<file path="src/rtl/dbi_spi_pkg.sv">
package dbi_spi_pkg;

    typedef enum logic [1:0] {ST_IDLE, ST_SHIFT, ST_GAP} state_e;
    typedef enum logic [1:0] {PH_CMD, PH_WR, PH_RD} phase_e;

    localparam logic [7:0] CMD_MEM_WRITE = 8'h2C;
    localparam logic [7:0] CMD_IDENT     = 8'h04;
    localparam logic [7:0] CMD_STATUS    = 8'h09;

    function automatic logic is_read_cmd(input logic [7:0] c);
        case (c)
            8'h04, 8'h06, 8'h07, 8'h08, 8'h09, 8'h0A, 8'h0B, 8'h0C,
            8'h0D, 8'h0E, 8'h0F, 8'h2E, 8'h3E, 8'h45, 8'h52, 8'h54,
            8'h56, 8'h5F, 8'hA1, 8'hA8: return 1'b1;
            default:                    return 1'b0;
        endcase
    endfunction

    function automatic logic has_dummy_bit(input logic [7:0] c);
        return (c == CMD_IDENT) || (c == CMD_STATUS);
    endfunction

    function automatic int min_int(input int a, input int b);
        return (a < b) ? a : b;
    endfunction

    // clock cycles per half serial period, rounded up so the rate never exceeds the limit
    function automatic int half_div(input int clk_hz, input int sclk_hz);
        int h;
        h = (clk_hz + 2 * sclk_hz - 1) / (2 * sclk_hz);
        return (h < 1) ? 1 : h;
    endfunction

endpackage

</file>
<file path="src/rtl/dbi_sclk_gen.sv">
module dbi_sclk_gen #(
    parameter int HW = 5
) (
    input  logic          clk,
    input  logic          rst,
    input  logic          run,
    input  logic [HW-1:0] half_lim,
    output logic          sclk,
    output logic          ev_rise,
    output logic          ev_fall
);
    logic [HW-1:0] cnt;
    logic          ev;

    assign ev      = run && (cnt == half_lim - 1'b1);
    assign ev_rise = ev && !sclk;
    assign ev_fall = ev && sclk;

    always_ff @(posedge clk) begin
        if (rst || !run) begin
            cnt  <= '0;
            sclk <= 1'b0;
        end else if (ev) begin
            cnt  <= '0;
            sclk <= ~sclk;
        end else begin
            cnt  <= cnt + 1'b1;
        end
    end
endmodule

</file>
<file path="src/rtl/dbi_rx_align.sv">
module dbi_rx_align #(
    parameter int LEN_W = 8
) (
    input  logic             clk,
    input  logic             rst,
    input  logic             clear,
    input  logic             skip_first,
    input  logic             sample,
    input  logic             miso,
    input  logic [LEN_W-1:0] want,
    output logic [7:0]       rx_byte,
    output logic             rx_valid
);
    logic             skip;
    logic [6:0]       sr;
    logic [2:0]       bcnt;
    logic [LEN_W-1:0] got;

    always_ff @(posedge clk) begin
        if (rst) begin
            skip     <= 1'b0;
            sr       <= '0;
            bcnt     <= '0;
            got      <= '0;
            rx_byte  <= '0;
            rx_valid <= 1'b0;
        end else begin
            rx_valid <= 1'b0;
            if (clear) begin
                skip <= skip_first;
                bcnt <= '0;
                got  <= '0;
            end else if (sample) begin
                if (skip) begin
                    skip <= 1'b0;
                end else begin
                    sr   <= {sr[5:0], miso};
                    bcnt <= bcnt + 1'b1;
                    if (bcnt == 3'd7 && got < want) begin
                        rx_byte  <= {sr, miso};
                        rx_valid <= 1'b1;
                        got      <= got + 1'b1;
                    end
                end
            end
        end
    end
endmodule

</file>
<file path="src/rtl/dbi_spi_master.sv">
module dbi_spi_master
    import dbi_spi_pkg::*;
#(
    parameter int CLK_HZ       = 100_000_000,
    parameter int MAX_HZ       = 25_000_000,
    parameter int CMD_LIMIT_HZ = 10_000_000,
    parameter int RD_LIMIT_HZ  = 2_000_000,
    parameter int LEN_W        = 8
) (
    input  logic             clk,
    input  logic             rst,
    input  logic             start,
    input  logic [7:0]       cmd,
    input  logic [LEN_W-1:0] len,
    input  logic [7:0]       tx_byte,
    output logic             tx_take,
    output logic             busy,
    output logic             done,
    output logic             err,
    output logic [7:0]       rd_data,
    output logic             rd_valid,
    output logic             sclk,
    output logic             mosi,
    input  logic             miso,
    output logic             dc,
    output logic             cs_n
);
    localparam int FAST_HALF = half_div(CLK_HZ, MAX_HZ);
    localparam int CMD_HALF  = half_div(CLK_HZ, min_int(CMD_LIMIT_HZ, MAX_HZ));
    localparam int RD_HALF   = half_div(CLK_HZ, min_int(RD_LIMIT_HZ, MAX_HZ / 2));
    localparam int MAX_HALF  = (RD_HALF > CMD_HALF) ? RD_HALF : CMD_HALF;
    localparam int HW        = $clog2(MAX_HALF + 1);

    state_e           st;
    phase_e           ph;
    logic [LEN_W-1:0] len_q;
    logic [LEN_W:0]   bytes_left;
    logic [2:0]       bit_idx;
    logic [7:0]       sr_tx;
    logic             rd_q, dummy_q, fast_q;
    logic [HW-1:0]    half_lim;
    logic             ev_rise, ev_fall, accept, rd_phase;

    assign accept   = (st == ST_IDLE) && start &&
                      !(has_dummy_bit(cmd) && !(len == LEN_W'(3) || len == LEN_W'(4)));
    assign rd_phase = (st == ST_SHIFT) && (ph == PH_RD);
    assign busy     = (st != ST_IDLE);
    assign mosi     = sr_tx[7];

    always_comb begin
        if (ph == PH_RD)               half_lim = HW'(RD_HALF);
        else if (ph == PH_WR && fast_q) half_lim = HW'(FAST_HALF);
        else                            half_lim = HW'(CMD_HALF);
    end

    dbi_sclk_gen #(.HW(HW)) u_sclk (
        .clk     (clk),
        .rst     (rst),
        .run     (st == ST_SHIFT),
        .half_lim(half_lim),
        .sclk    (sclk),
        .ev_rise (ev_rise),
        .ev_fall (ev_fall)
    );

    dbi_rx_align #(.LEN_W(LEN_W)) u_rx (
        .clk       (clk),
        .rst       (rst),
        .clear     (accept),
        .skip_first(has_dummy_bit(cmd)),
        .sample    (ev_rise && rd_phase),
        .miso      (miso),
        .want      (len_q),
        .rx_byte   (rd_data),
        .rx_valid  (rd_valid)
    );

    always_ff @(posedge clk) begin
        if (rst) begin
            st         <= ST_IDLE;
            ph         <= PH_CMD;
            len_q      <= '0;
            bytes_left <= '0;
            bit_idx    <= '0;
            sr_tx      <= '0;
            rd_q       <= 1'b0;
            dummy_q    <= 1'b0;
            fast_q     <= 1'b0;
            cs_n       <= 1'b1;
            dc         <= 1'b0;
            done       <= 1'b0;
            err        <= 1'b0;
            tx_take    <= 1'b0;
        end else begin
            done    <= 1'b0;
            err     <= 1'b0;
            tx_take <= 1'b0;
            case (st)
                ST_IDLE: begin
                    if (accept) begin
                        st      <= ST_SHIFT;
                        ph      <= PH_CMD;
                        len_q   <= len;
                        rd_q    <= is_read_cmd(cmd);
                        dummy_q <= has_dummy_bit(cmd);
                        fast_q  <= (cmd == CMD_MEM_WRITE);
                        sr_tx   <= cmd;
                        bit_idx <= '0;
                        cs_n    <= 1'b0;
                        dc      <= 1'b0;
                    end else if (start) begin
                        err  <= 1'b1;
                        done <= 1'b1;
                    end
                end
                ST_SHIFT: begin
                    if (ev_fall) begin
                        if (bit_idx != 3'd7) begin
                            bit_idx <= bit_idx + 1'b1;
                            sr_tx   <= {sr_tx[6:0], 1'b0};
                        end else begin
                            bit_idx <= '0;
                            if (ph == PH_CMD) begin
                                if (len_q == '0) begin
                                    st   <= ST_GAP;
                                    cs_n <= 1'b1;
                                    sr_tx <= '0;
                                end else if (rd_q) begin
                                    ph         <= PH_RD;
                                    sr_tx      <= '0;
                                    bytes_left <= {1'b0, len_q} + (LEN_W+1)'(dummy_q);
                                end else begin
                                    ph         <= PH_WR;
                                    dc         <= 1'b1;
                                    sr_tx      <= tx_byte;
                                    tx_take    <= 1'b1;
                                    bytes_left <= {1'b0, len_q};
                                end
                            end else if (bytes_left == (LEN_W+1)'(1)) begin
                                st    <= ST_GAP;
                                ph    <= PH_CMD;
                                cs_n  <= 1'b1;
                                dc    <= 1'b0;
                                sr_tx <= '0;
                            end else begin
                                bytes_left <= bytes_left - 1'b1;
                                if (ph == PH_WR) begin
                                    sr_tx   <= tx_byte;
                                    tx_take <= 1'b1;
                                end else begin
                                    sr_tx <= '0;
                                end
                            end
                        end
                    end
                end
                default: begin
                    st   <= ST_IDLE;
                    done <= 1'b1;
                end
            endcase
        end
    end
endmodule

</file>
<file path="config.mk">
export PLATFORM = sky130hd
export DESIGN_NAME = dbi_spi_master
export DESIGN_NICKNAME = d
export VERILOG_FILES = /design/src/rtl/dbi_spi_pkg.sv /design/src/rtl/dbi_sclk_gen.sv /design/src/rtl/dbi_rx_align.sv /design/src/rtl/dbi_spi_master.sv
export SDC_FILE = /design/constraint.sdc
export NUM_CORES = 1
export LEC_CHECK = 0
export ABC_AREA = 1
export BUFFER_PORTS_ARGS = -buffer_cell sky130_fd_sc_hd__buf_2
export CAP_MARGIN = 0
export CORE_UTILIZATION = 50
export CTS_BUF_LIST = sky130_fd_sc_hd__clkbuf_8
export CTS_CLUSTER_DIAMETER = 100
export DETAILED_ROUTE_END_ITERATION = 16
export PLACE_DENSITY = 0.82
export SLEW_MARGIN = 10
export SYNTH_ARGS = -nofsm -noshare
export SYNTH_HDL_FRONTEND = slang
export SYNTH_SLANG_ARGS = --single-unit
</file>
<file path="constraint.sdc">
create_clock -name clk -period 1.97 [get_ports clk]
set_input_delay 0.0985 -clock clk [delete_from_list [all_inputs] [get_ports clk]]
set_output_delay 0.0985 -clock clk [all_outputs]
set_load 0.05 [all_outputs]
</file>
==> Word-level counts from Yosys, hierarchy flattened <==
Index checks and enable logic that the tools add are counted.
{ "op_classes": {"n_eq_ne": 39, "order_cmp": 1, "reduce_logical": 40, "add_sub_neg": 7, "n_bitwise": 8, "mux": 60} }
{ "op_table": {"columns": ["cell", "n"], "rows": [
  ["== test 8 x 4 -> 1 bit, second input constant", 8],
  ["2-to-1 mux 8 bit", 8],
  ["== test 8 x 7 -> 1 bit, second input constant", 5],
  ["2-to-1 mux 9 bit", 4],
  ["== test 8 x 3 -> 1 bit, second input constant", 4],
  ["2-to-1 mux 2 bit", 13],
  ["== test 8 x 6 -> 1 bit, second input constant", 3],
  ["2-to-1 mux 1 bit", 23],
  ["OR reduction 20 bit", 1],
  ["== test 8 bit, second input constant", 2],
  ["case mux 8 bit (2 select lines)", 1],
  ["inequality test 3 bit, second input constant", 5],
  ["2-to-1 mux 3 bit", 4],
  ["AND reduction 6 bit", 2],
  ["logical AND 1 bit", 10],
  ["inequality test 2 bit, second input constant", 5],
  ["AND reduction 5 bit", 2],
  ["adder 8 x 1 -> 9 bit", 1],
  ["== test 9 x 1 -> 1 bit, second input constant", 1],
  ["AND reduction 3 bit", 3],
  ["subtractor 9 x 1 -> 9 bit, second input constant", 1],
  ["adder 8 x 1 -> 8 bit, second input constant", 1],
  ["== test 8 x 2 -> 1 bit, second input constant", 1],
  ["zero test 8 bit", 1],
  ["other kinds (22)", 46]
]} }
{ "totals": {"register_bits": 74, "wordCells": 177} }

==> Logic depth before layout (Yosys ltp) <==
Gate-level depths: netlist of run 1.
{ "depth": {"depth_word": 11, "depth_mapped": 14} }

==> By module <==
Synthesis of run 1 repeated with hierarchy kept, for this count alone.
{ "hier_totals": {"cells_unflattened": 637, "hier_area_um2": 4284.1} }
{ "modules_own_cells": {"columns": ["module", "seq_area_each_um2", "cells_per_inst", "n_inst", "area_per_inst_um2"], "rows": [
  ["dbi_spi_master", 800.8, 373, 1, 2442.3],
  ["dbi_rx_align", 560.5, 190, 1, 1396.3],
  ["dbi_sclk_gen", 120.1, 74, 1, 445.4]
]} }

==> Worst setup path after synthesis of run 1 <==
Ideal clock, no wire load.
{ "synth_timing": {"path_kind": "reg2reg", "startpoint": "register len_q[5]", "endpoint": "register u_rx.got[0]", "path_stages_with_launch": 9, "slack_ns": 0.281, "setup_time_ns": 0.073, "t_arrival_ns": 1.617, "path_buffers": 0, "cell_sequence": "dfxtp_1 > inv_1 > ha_1 > a21o_1 > a21oi_1 > nand4_1 > nor2_1 > nand2_1 > a21oi_1"} }
{ "synth_via": {"elab_chain_cells": 3} }
{ "synth_rtl": {"columns": ["item", "line", "source"], "rows": [
  ["start: declaration", "dbi_spi_master.sv:36", "logic [LEN_W-1:0] len_q;"],
  ["start signal: assignment", "dbi_spi_master.sv:103", "len_q <= len;"],
  ["< comparator 8 bit", "dbi_rx_align.sv:39", "if (bcnt == 3'd7 && got < want) begin"],
  ["logical AND 1 bit", "dbi_rx_align.sv:39", null],
  ["AND reduction 3 bit (no line)", null, null],
  ["end signal: assignment", "dbi_rx_align.sv:42", "got <= got + 1'b1;"],
  ["end: declaration", "dbi_rx_align.sv:17", "logic [LEN_W-1:0] got;"]
]} }
No other way between the ends.
A chain may end at the register's enable or synchronous reset.

==> Worst setup path after layout of run 1 <==
{ "layout_timing": {"startpoint": "register st[1]", "endpoint": "register u_rx.bcnt[1]"} }
{ "layout_via": {"elab_chain_cells": 5, "elab_cells_between_ends": 10, "cone_classes": "eq/ne (1); reduce/logical (9)"} }
{ "layout_rtl": {"columns": ["item", "line", "source"], "rows": [
  ["start: declaration", "dbi_spi_master.sv:34", "state_e st;"],
  ["start signal: assignment", "dbi_spi_master.sv:80", "st <= ST_IDLE;"],
  ["start signal: assignment", "dbi_spi_master.sv:101", "st <= ST_SHIFT;"],
  ["start signal: assignment", "dbi_spi_master.sv:125", "st <= ST_GAP;"],
  ["== test 2 x 1 -> 1 bit", "dbi_spi_master.sv:46, dbi_spi_master.sv:59", null],
  ["logical AND 1 bit", "dbi_sclk_gen.sv:15", "assign ev = run && (cnt == half_lim - 1'b1);"],
  ["logical AND 1 bit", "dbi_sclk_gen.sv:16", "assign ev_rise = ev && !sclk;"],
  ["logical AND 1 bit", "dbi_spi_master.sv:71", ".sample (ev_rise && rd_phase),"],
  ["AND reduction 2 bit (no line)", null, null],
  ["end signal: assignment", "dbi_rx_align.sv:38", "bcnt <= bcnt + 1'b1;"],
  ["end: declaration", "dbi_rx_align.sv:16", "logic [2:0] bcnt;"]
]} }
Several ways; a longest one is shown, not always the timed one.

==> results by group, run 1 <==
Synth
  – Synth Cell Area: 4160 um^2
  – Syn Area/Cell: 6.54 um^2
  – Synthesized Nets: 681
  – Synth async-reset ratio: 0
  – Top cell type's share of synthesized area: 0.356
  – Mapped Cells: 636
  – Yosys cell types: 31
  – Ys flop type: dfxtp_1
  – EDFF count, synth: 0
  – Area contributors post-synth: dfxtp_1 (36%), nand2_1 (14%), nor2_1 (10%), inv_1 (7.7%), ha_1 (5.1%)
  – Area leader, netlist: dfxtp_1
  – Warnings from Yosys: 0
  – Register bit count reported by yosys: 74
  – Sequential element share of the synthesized area: 0.356

Global route
  – First-pass GRT wire length: 15900 um
  – Initial antenna violation count: 0
  – Vias in the first global route: 3661
  – Largest net degree at the start of global routing: 32
  – Met1 Usage GRT: 0.301
  – GRT busiest layer: met2
  – GR Layer Usage met3: 0.0341
  – Met2 GRT Util: 0.366
  – GRT Residual Overflow: 0
  – GRT Overall Usage: 0.226

Timing
  – Worst Skew: 8.37 ps
  – RSZ-0062 raised after global routing: no
  – Fin worst setup slack: 142 ps
  – Fin crit share: 0.928
  – FMAX: 0.547 GHz
  – Slew Limit Fails: 0
  – Worst hold slack: 44.1 ps
  – Final setup vio count: 0
  – Setup TNS: 0 ps
  – Slew HR: 0.753
  – Post-layout min period: 1830 ps
  – Endpoints failing hold: 0
  – Tightest Pin Transition: 370 ps

Place
  – Setup slack at placement: 127 ps
  – IO Port Bufs: 44
  – Post-DP HPWL: 6900 um
  – Final weighted congestion in routability-driven placement: 0.896
  – Placed inst area: 4520 um^2
  – Dpl cells: 779

Floorplanning
  – Die Height: 93.2 um
  – Core Area: 7890 um^2
  – Die width: 93.2 um
  – Std-Cell Rows: 32
  – Initial Util: 0.528
  – Io pins: 45
  – Die ar.: 8690 um^2

Hold path
  – WHS Path Cells: 3
  – Hold Crit Class: in -> reg
  – Hold Path End: len_q[6]$_SDFFE_PP0P_
  – Worst Hold Launch: len[6]

Run
  – Max_cap viols: 0

Pwr
  – Lkg Pwr: 2.38 nW
  – Pwr per Cell Area: 714 nW/um^2
  – Worst-case vdd ir drop: 382 uV
  – Tot Pwr: 3.41 mW

Cells and area
  – Post-route cell area: 4770 um^2
  – Final Instance Count excl. Fillers: 799
  – Most common cell after layout, fill and taps aside: nand2_1
  – N_diodes: 0
  – Register Area: 1490 um^2
  – # fillers: 691
  – Area grow syn2layout: 14.6%
  – Most frequent cells in the layout: nand2_1 (151), nor2_1 (114), inv_1 (86)
  – Core Util, Final: 0.605
  – Nets: 737
  – Layout cell share with drive strength beyond 1: 0.133
  – Footprint of the multi-input gates: 2300 um^2

Clock network
  – Clock-pin slew on the worst setup and hold paths: 80 ps
  – CTS tree: built
  – Clock Root Buffer: clkbuf_8
  – Max Root-Sink Buffers: 2
  – # clock sinks: 74
  – Clk_lat worst skew: 350 ps
  – CTS buffer count: 9
  – H-tree depth: 3

Critical path
  – CP max FO: 11
  – Crit path required time: 2220 ps
  – Kind of critical path: reg -> reg
  – Crit path launch type: flip-flop
  – FF-to-FF path depth: 11
  – Reg2reg end: u_rx.bcnt[1]$_SDFFE_PP0P_
  – Worst EP arrival: 2080 ps
  – Flop-to-flop setup slack: 140 ps
  – Critical R2R Launch: st[1]$_SDFFE_PP0P_
  – Crit. End Element: flip-flop

Route
  – DR WL/cell: 11.8 um
  – DRC Markers: 0
  – Post-Route WL: 9410 um
  – DRT iter0 DRCs: 337
  – Final ANT Viol Nets: 0
  – Post-DR vias/cell: 5.12
  – Vias: 4091
  – Drt pass-1 iters: 5

Run status
  – Outcome: finished, final reports clean
==> critical path, cell delays in order (launching register included) <==
cell and delay (ps):
dfxtp_1 320, inv_2 140, nand2_1 100, nor2_1 140, nand2_2 80, nor2_4 130
nand2_2 100, nor3_4 210, buf_4 220, inv_2 100, o21ai_0 150, nor2_1 50
==> worst max-delay path by stage <==
stage / end / startpoint / slack [ps]
finish: u_rx.bcnt[1]$_SDFFE_PP0P_ / st[1]$_SDFFE_PP0P_ / 140
global route: u_rx.got[3]$_SDFFE_PP0P_ / len_q[7]$_SDFFE_PP0P_ / 2
CTS: ph[0]$_SDFFE_PP0P_ / bit_idx[0]$_SDFFE_PP0P_ / 90
detailed placement: u_rx.got[1]$_SDFFE_PP0P_ / cmd[1] / 130
global placement: u_rx.bcnt[1]$_SDFFE_PP0P_ / ph[1]$_SDFFE_PP0P_ / 150
floorplan: u_rx.got[0]$_SDFFE_PP0P_ / len_q[5]$_SDFFE_PP0P_ / 280
==> Yosys cell counts, types with 6 or more instances <==
library cell,count
nand2_1,152
nand3_1,39
ha_1,17
nand4_1,10
a22oi_1,7
o21ai_0,39
inv_1,85
dfxtp_1,74
nor3_1,6
xor2_1,11
nor2_1,115
clkbuf_1,6
a21oi_1,34
==> report_power, final <==
part           internal [mW]  switching, mW
Sequential              1.56         0.0491
Combinational          0.203          0.413
Clock                  0.585          0.599
==> registers in the layout (all words and copies together), names as in the netlist, 3 cells and up <==
name / cells
u_rx.bcnt: 3
u_sclk.cnt: 5
u_rx.sr: 7
bit_idx: 3
u_rx.rx_byte: 8
u_rx.got: 8
len_q: 8
bytes_left: 9
sr_tx: 8
==> kinds of logic (layout without fill, tap and decap cells) <==
group                    after synthesis  after routing  synth area share
adder cells (fa/ha/maj)               17             17            0.0511
buffers and inverters                103            163            0.0977
flip-flops                            74             74             0.356
XOR/XNOR                              14             14            0.0295
AND/OR/NAND/NOR                      338            339             0.348
AO/OA/AOI/OAI                         90             90             0.118
==> routing by layer <==
layer	part of all wire	wire (um)
met1	0.47	4390
met2	0.46	4310
met3	0.058	549
met4	0.017	159
met5	0	0
==> timing repair <==
| item | 4_1_cts | 5_1_grt |
|---|---|---|
| endpoints found under the hold margin | 3 | 0 |
| gates resized for setup | 0 | 8 |
| buffers inserted | 0 | 1 |
| hold buffers | 2 | 0 |
| endpoints found under the setup margin | 0 | 38 |
==> area by class of cell <==
cell class | instances | area share
multi-input cells | 460 | 0.482
flip-flops and latches | 74 | 0.312
inverters | 90 | 0.0708
repair buffers | 57 | 0.0677
well taps | 102 | 0.0268
clock buffers | 9 | 0.0260
clock inverters | 7 | 0.0147
No activity file was read; power rests on OpenSTA's default activity.
==> run 2: changes to the inputs <==
PLACE_DENSITY = 0.81   (was 0.82)
SYNTH_HIERARCHICAL = 1   (was unset)
==> run 2 against run 1 <==
Net effect:
- the flow now finishes with violations (setup timing)
- register-to-register slack lost 950 ps
- power is 10% higher
- maximum frequency fell by 34%
- area after synthesis rose by 2.9%
- first-iteration DRC count is 1.8% higher
- largest power group unchanged
- synthesized cell count grew 0.16%
- core utilization grew 8.5 points
- critical endpoint is now u_rx/rx_byte[1]$_SDFFE_PP0P_
- clock-buffer cell count stayed put
- final area is 19% higher
- sequential power barely moved
- sequential cell count stayed put
==> results by group, run 2 <==
Clock network
  – H-tree depth: 3 (unchanged)
  – Clock-pin slew on the worst setup and hold paths: 80 ps (about the same)
  – # clock sinks: 74 (unchanged)
  – Max Root-Sink Buffers: 2 (unchanged)
  – CTS tree: built (unchanged)
  – Clock Root Buffer: clkbuf_8 (unchanged)
  – Clk_lat worst skew: 360 ps (was 350 ps)
  – CTS buffer count: 9 (unchanged)

Floorplanning
  – Die Height: 94.6 um (was 93.2 um)
  – Die ar.: 8940 um^2 (was 8690 um^2)
  – Initial Util: 0.519 (was 0.528)
  – Core Area: 8260 um^2 (was 7890 um^2)
  – Std-Cell Rows: 33 (was 32)
  – Io pins: 45 (unchanged)
  – Die width: 94.6 um (was 93.2 um)

Global route
  – GRT Overall Usage: 0.278 (was 0.226)
  – Initial antenna violation count: 0 (unchanged)
  – GRT Residual Overflow: 0 (unchanged)
  – Largest net degree at the start of global routing: 27 (was 32)
  – First-pass GRT wire length: 19400 um (was 15900 um)
  – Vias in the first global route: 4355 (was 3661)

Critical path
  – Kind of critical path: reg -> reg (unchanged)
  – CP max FO: 8 (was 11)
  – Crit path launch type: flip-flop (unchanged)
  – Worst EP arrival: 3030 ps (was 2080 ps)
  – Crit path required time: 2220 ps (about the same)
  – Crit. End Element: flip-flop (unchanged)

Run status
  – Outcome: finished with violations (was finished, final reports clean)
  – Failing checks: setup timing

Place
  – IO Port Bufs: 44 (unchanged)
  – Post-DP HPWL: 7590 um (was 6900 um)
  – Final weighted congestion in routability-driven placement: 0.865 (was 0.896)
  – Placed inst area: 4860 um^2 (was 4520 um^2)

Synth
  – Synth Cell Area: 4280 um^2 (was 4160 um^2)
  – Post-synthesis simple-gate area fraction: 0.350 (was 0.348)
  – Largest family of logic cells by synthesized area: simple AND/OR/NAND/NOR gates (unchanged)
  – Area leader, netlist: dfxtp_1 (unchanged)
  – Top cell type's share of synthesized area: 0.346 (was 0.356)
  – XOR/XNOR Fraction of Synth Area: 0.0286 (was 0.0295)
  – Sequential element share of the synthesized area: 0.346 (was 0.356)
  – Ys flop type: dfxtp_1 (unchanged)
  – Synth Area in Compound Gates: 0.129 (was 0.118)
  – Syn Area/Cell: 6.73 um^2 (was 6.54 um^2)
  – Register bit count reported by yosys: 74 (unchanged)
  – Top-count cell post-synth: nand2_1 (unchanged)
  – Mux cell area share after synthesis: 0 (unchanged)
  – Area contributors post-synth: dfxtp_1 (35%), nand2_1 (12%), nor2_1 (8.9%), inv_1 (6.4%), nand3_1 (5.4%) (was dfxtp_1 (36%), nand2_1 (14%), nor2_1 (10%), inv_1 (7.7%), ha_1 (5.1%))
  – Commonest cells post-synth: nand2_1 (134), nor2_1 (102), dfxtp_1 (74), inv_1 (73), nand3_1 (46) (was nand2_1 (152), nor2_1 (115), inv_1 (85), dfxtp_1 (74))
  – Synthesized Nets: 683 (was 681)
  – Yosys cell types: 44 (was 31)
  – Synth async-reset ratio: 0 (unchanged)
  – EDFF count, synth: 0 (unchanged)
  – Warnings from Yosys: 6 (was 0)
  – Synth Area in Adders: 0.0526 (was 0.0511)
  – Mapped Cells: 637 (was 636)

Cells and area
  – Post-route cell area: 5700 um^2 (was 4770 um^2)
  – Max reg flops: 9 (unchanged)
  – Most frequent cells in the layout: nand2_1 (122), nor2_1 (78), dfxtp_1 (72) (was nand2_1 (151), nor2_1 (114), inv_1 (86))
  – Layout cell share with drive strength beyond 1: 0.332 (was 0.133)
  – Largest reg by FF count: bytes_left (unchanged)
  – Most common cell after layout, fill and taps aside: nand2_1 (unchanged)
  – Area grow syn2layout: 32.9% (was 14.6%)
  – Nets: 778 (was 737)
  – N_diodes: 0 (unchanged)

Route
  – DRT iter0 DRCs: 343 (was 337)
  – Drt pass-1 iters: 5 (unchanged)
  – Vias: 4742 (was 4091)
  – DR WL/cell: 15.3 um (was 11.8 um)
  – Met2 wire length: 6660 um (was 4310 um)
  – DRC Markers: 0 (unchanged)
  – Met3 routed WL: 692 um (was 549 um)
  – Post-Route WL: 12900 um (was 9410 um)
  – Top Layer Used: met4 (unchanged)
  – Final ANT Viol Nets: 0 (unchanged)
  – Metal1 wirelength: 5030 um (was 4390 um)
  – Post-DR vias/cell: 5.64 (was 5.12)

Timing
  – Endpoints failing hold: 0 (unchanged)
  – Slew HR: 0.435 (was 0.753)
  – FMAX: 0.360 GHz (was 0.547 GHz)
  – Fin crit share: 1.41 (was 0.928)
  – RSZ-0062 raised after global routing: yes (was no)
  – Tightest Pin Transition: 846 ps (was 370 ps)
  – Worst Skew: 12.4 ps (was 8.37 ps)
  – Slew Limit Fails: 0 (unchanged)
  – Final setup vio count: 55 (was 0)
  – Fin worst setup slack: -809 ps (was 142 ps)
  – Post-layout min period: 2780 ps (was 1830 ps)

Hold path
  – Hold Crit Class: in -> reg (unchanged)

Pwr
  – Worst-case vdd ir drop: 414 uV (was 382 uV)
  – Pwr per Cell Area: 659 nW/um^2 (was 714 nW/um^2)
  – Lkg Pwr: 2.62 nW (was 2.38 nW)
  – Tot Pwr: 3.75 mW (was 3.41 mW)

Run
  – Max_cap viols: 0 (unchanged)
==> run 2: cell types whose count changed after synthesis, moves of 3 or more <==
cell	before	now
nand2_1	152	134
nor2_1	115	102
inv_1	85	73
o21ai_0	39	29
inv_2	3	12
o21ai_1	0	9
nand3_1	39	46
nor2_2	0	6
nand4_1	10	15
nand2_2	4	8
nand2_4	0	4
a21oi_1	34	37
==> run 2: power breakdown <==
part / internal [mW] / switching (mW)
clock network: 0.691 / 0.570
registers: 1.55 / 0.0493
logic: 0.304 / 0.589
==> run 2: logic make-up (layout without fill, tap and decap cells) <==
group | count (synthesis) | count (layout)
adder cells (fa/ha/maj) | 18 | 18
flip-flops | 74 | 74
buffers and inverters | 101 | 197
AO/OA/AOI/OAI | 97 | 98
XOR/XNOR | 14 | 14
AND/OR/NAND/NOR | 333 | 335
==> run 2: final timing paths <==
kind | from | end | slack, ps | cells after the start
max reg2reg | ph[0]$_SDFFE_PP0P_ | u_rx/rx_byte[1]$_SDFFE_PP0P_ | -810 | 22
min | len[3] | len_q[3]$_SDFFE_PP0P_ | 30 | 3
min reg2reg | cs_n$_SDFFE_PP1P_ | cs_n$_SDFFE_PP1P_ | 460 | 2
max | ph[0]$_SDFFE_PP0P_ | u_rx/rx_byte[1]$_SDFFE_PP0P_ | -810 | 22
==> run 2: final cells by class <==
type	instances	area (um^2)
inverters	87	355
well taps	105	131
flip-flops and latches	74	1480
clock inverters	6	76.3
clock buffers	9	124
fillers	629	2560
repair inverters	1	16.3
multi-input cells	465	2870
repair buffers	94	643
==> run 2: what timing repair did <==
item / CTS / global route
gates cloned: 3 / 1
hold buffers: 1 / 0
endpoints found under the hold margin: 1 / 0
buffers inserted: 13 / 6
pin swaps: 33 / 31
setup endpoints to repair: 56 / 61
gates resized for setup: 57 / 84
==> run 2: layer usage <==
layer,vias up,global-route usage
met5,-,0
met4,0,0.162
met3,57,0.0378
met2,214,0.497
met1,2215,0.315
li1,2256,-
==> run 2: worst max-delay path: stages, from the launching register on <==
cell     delay [ps]
dfxtp_2         340
inv_2            40
nor2_4           80
inv_2            50
nor2_4          110
inv_2            70
inv_2            90
ha_4            180
nand2_4          70
nor2_2           90
nand2_1          70
a21oi_2         160
nand2_2          90
nor2_2          110
nand2_1          80
nor2_2          150
nand2_2          80
nor2_2           90
nand3_2         130
nor2_8          190
nand3_4         140
nor2_1          180
nor2_1           70
==> run 2: metrics by stage <==
step	hold WS [ps]	setup WS, ps	setup TNS (ps)	util	instances
floorplan	168	-724	-19990	-	637
global placement	359	-571	-24000	0.588	808
detailed placement	366	-702	-27830	0.588	808
CTS	27.1	-590	-24130	0.652	839
global route	57.8	-965	-36540	0.690	841
finish	34.2	-809	-29110	0.690	841
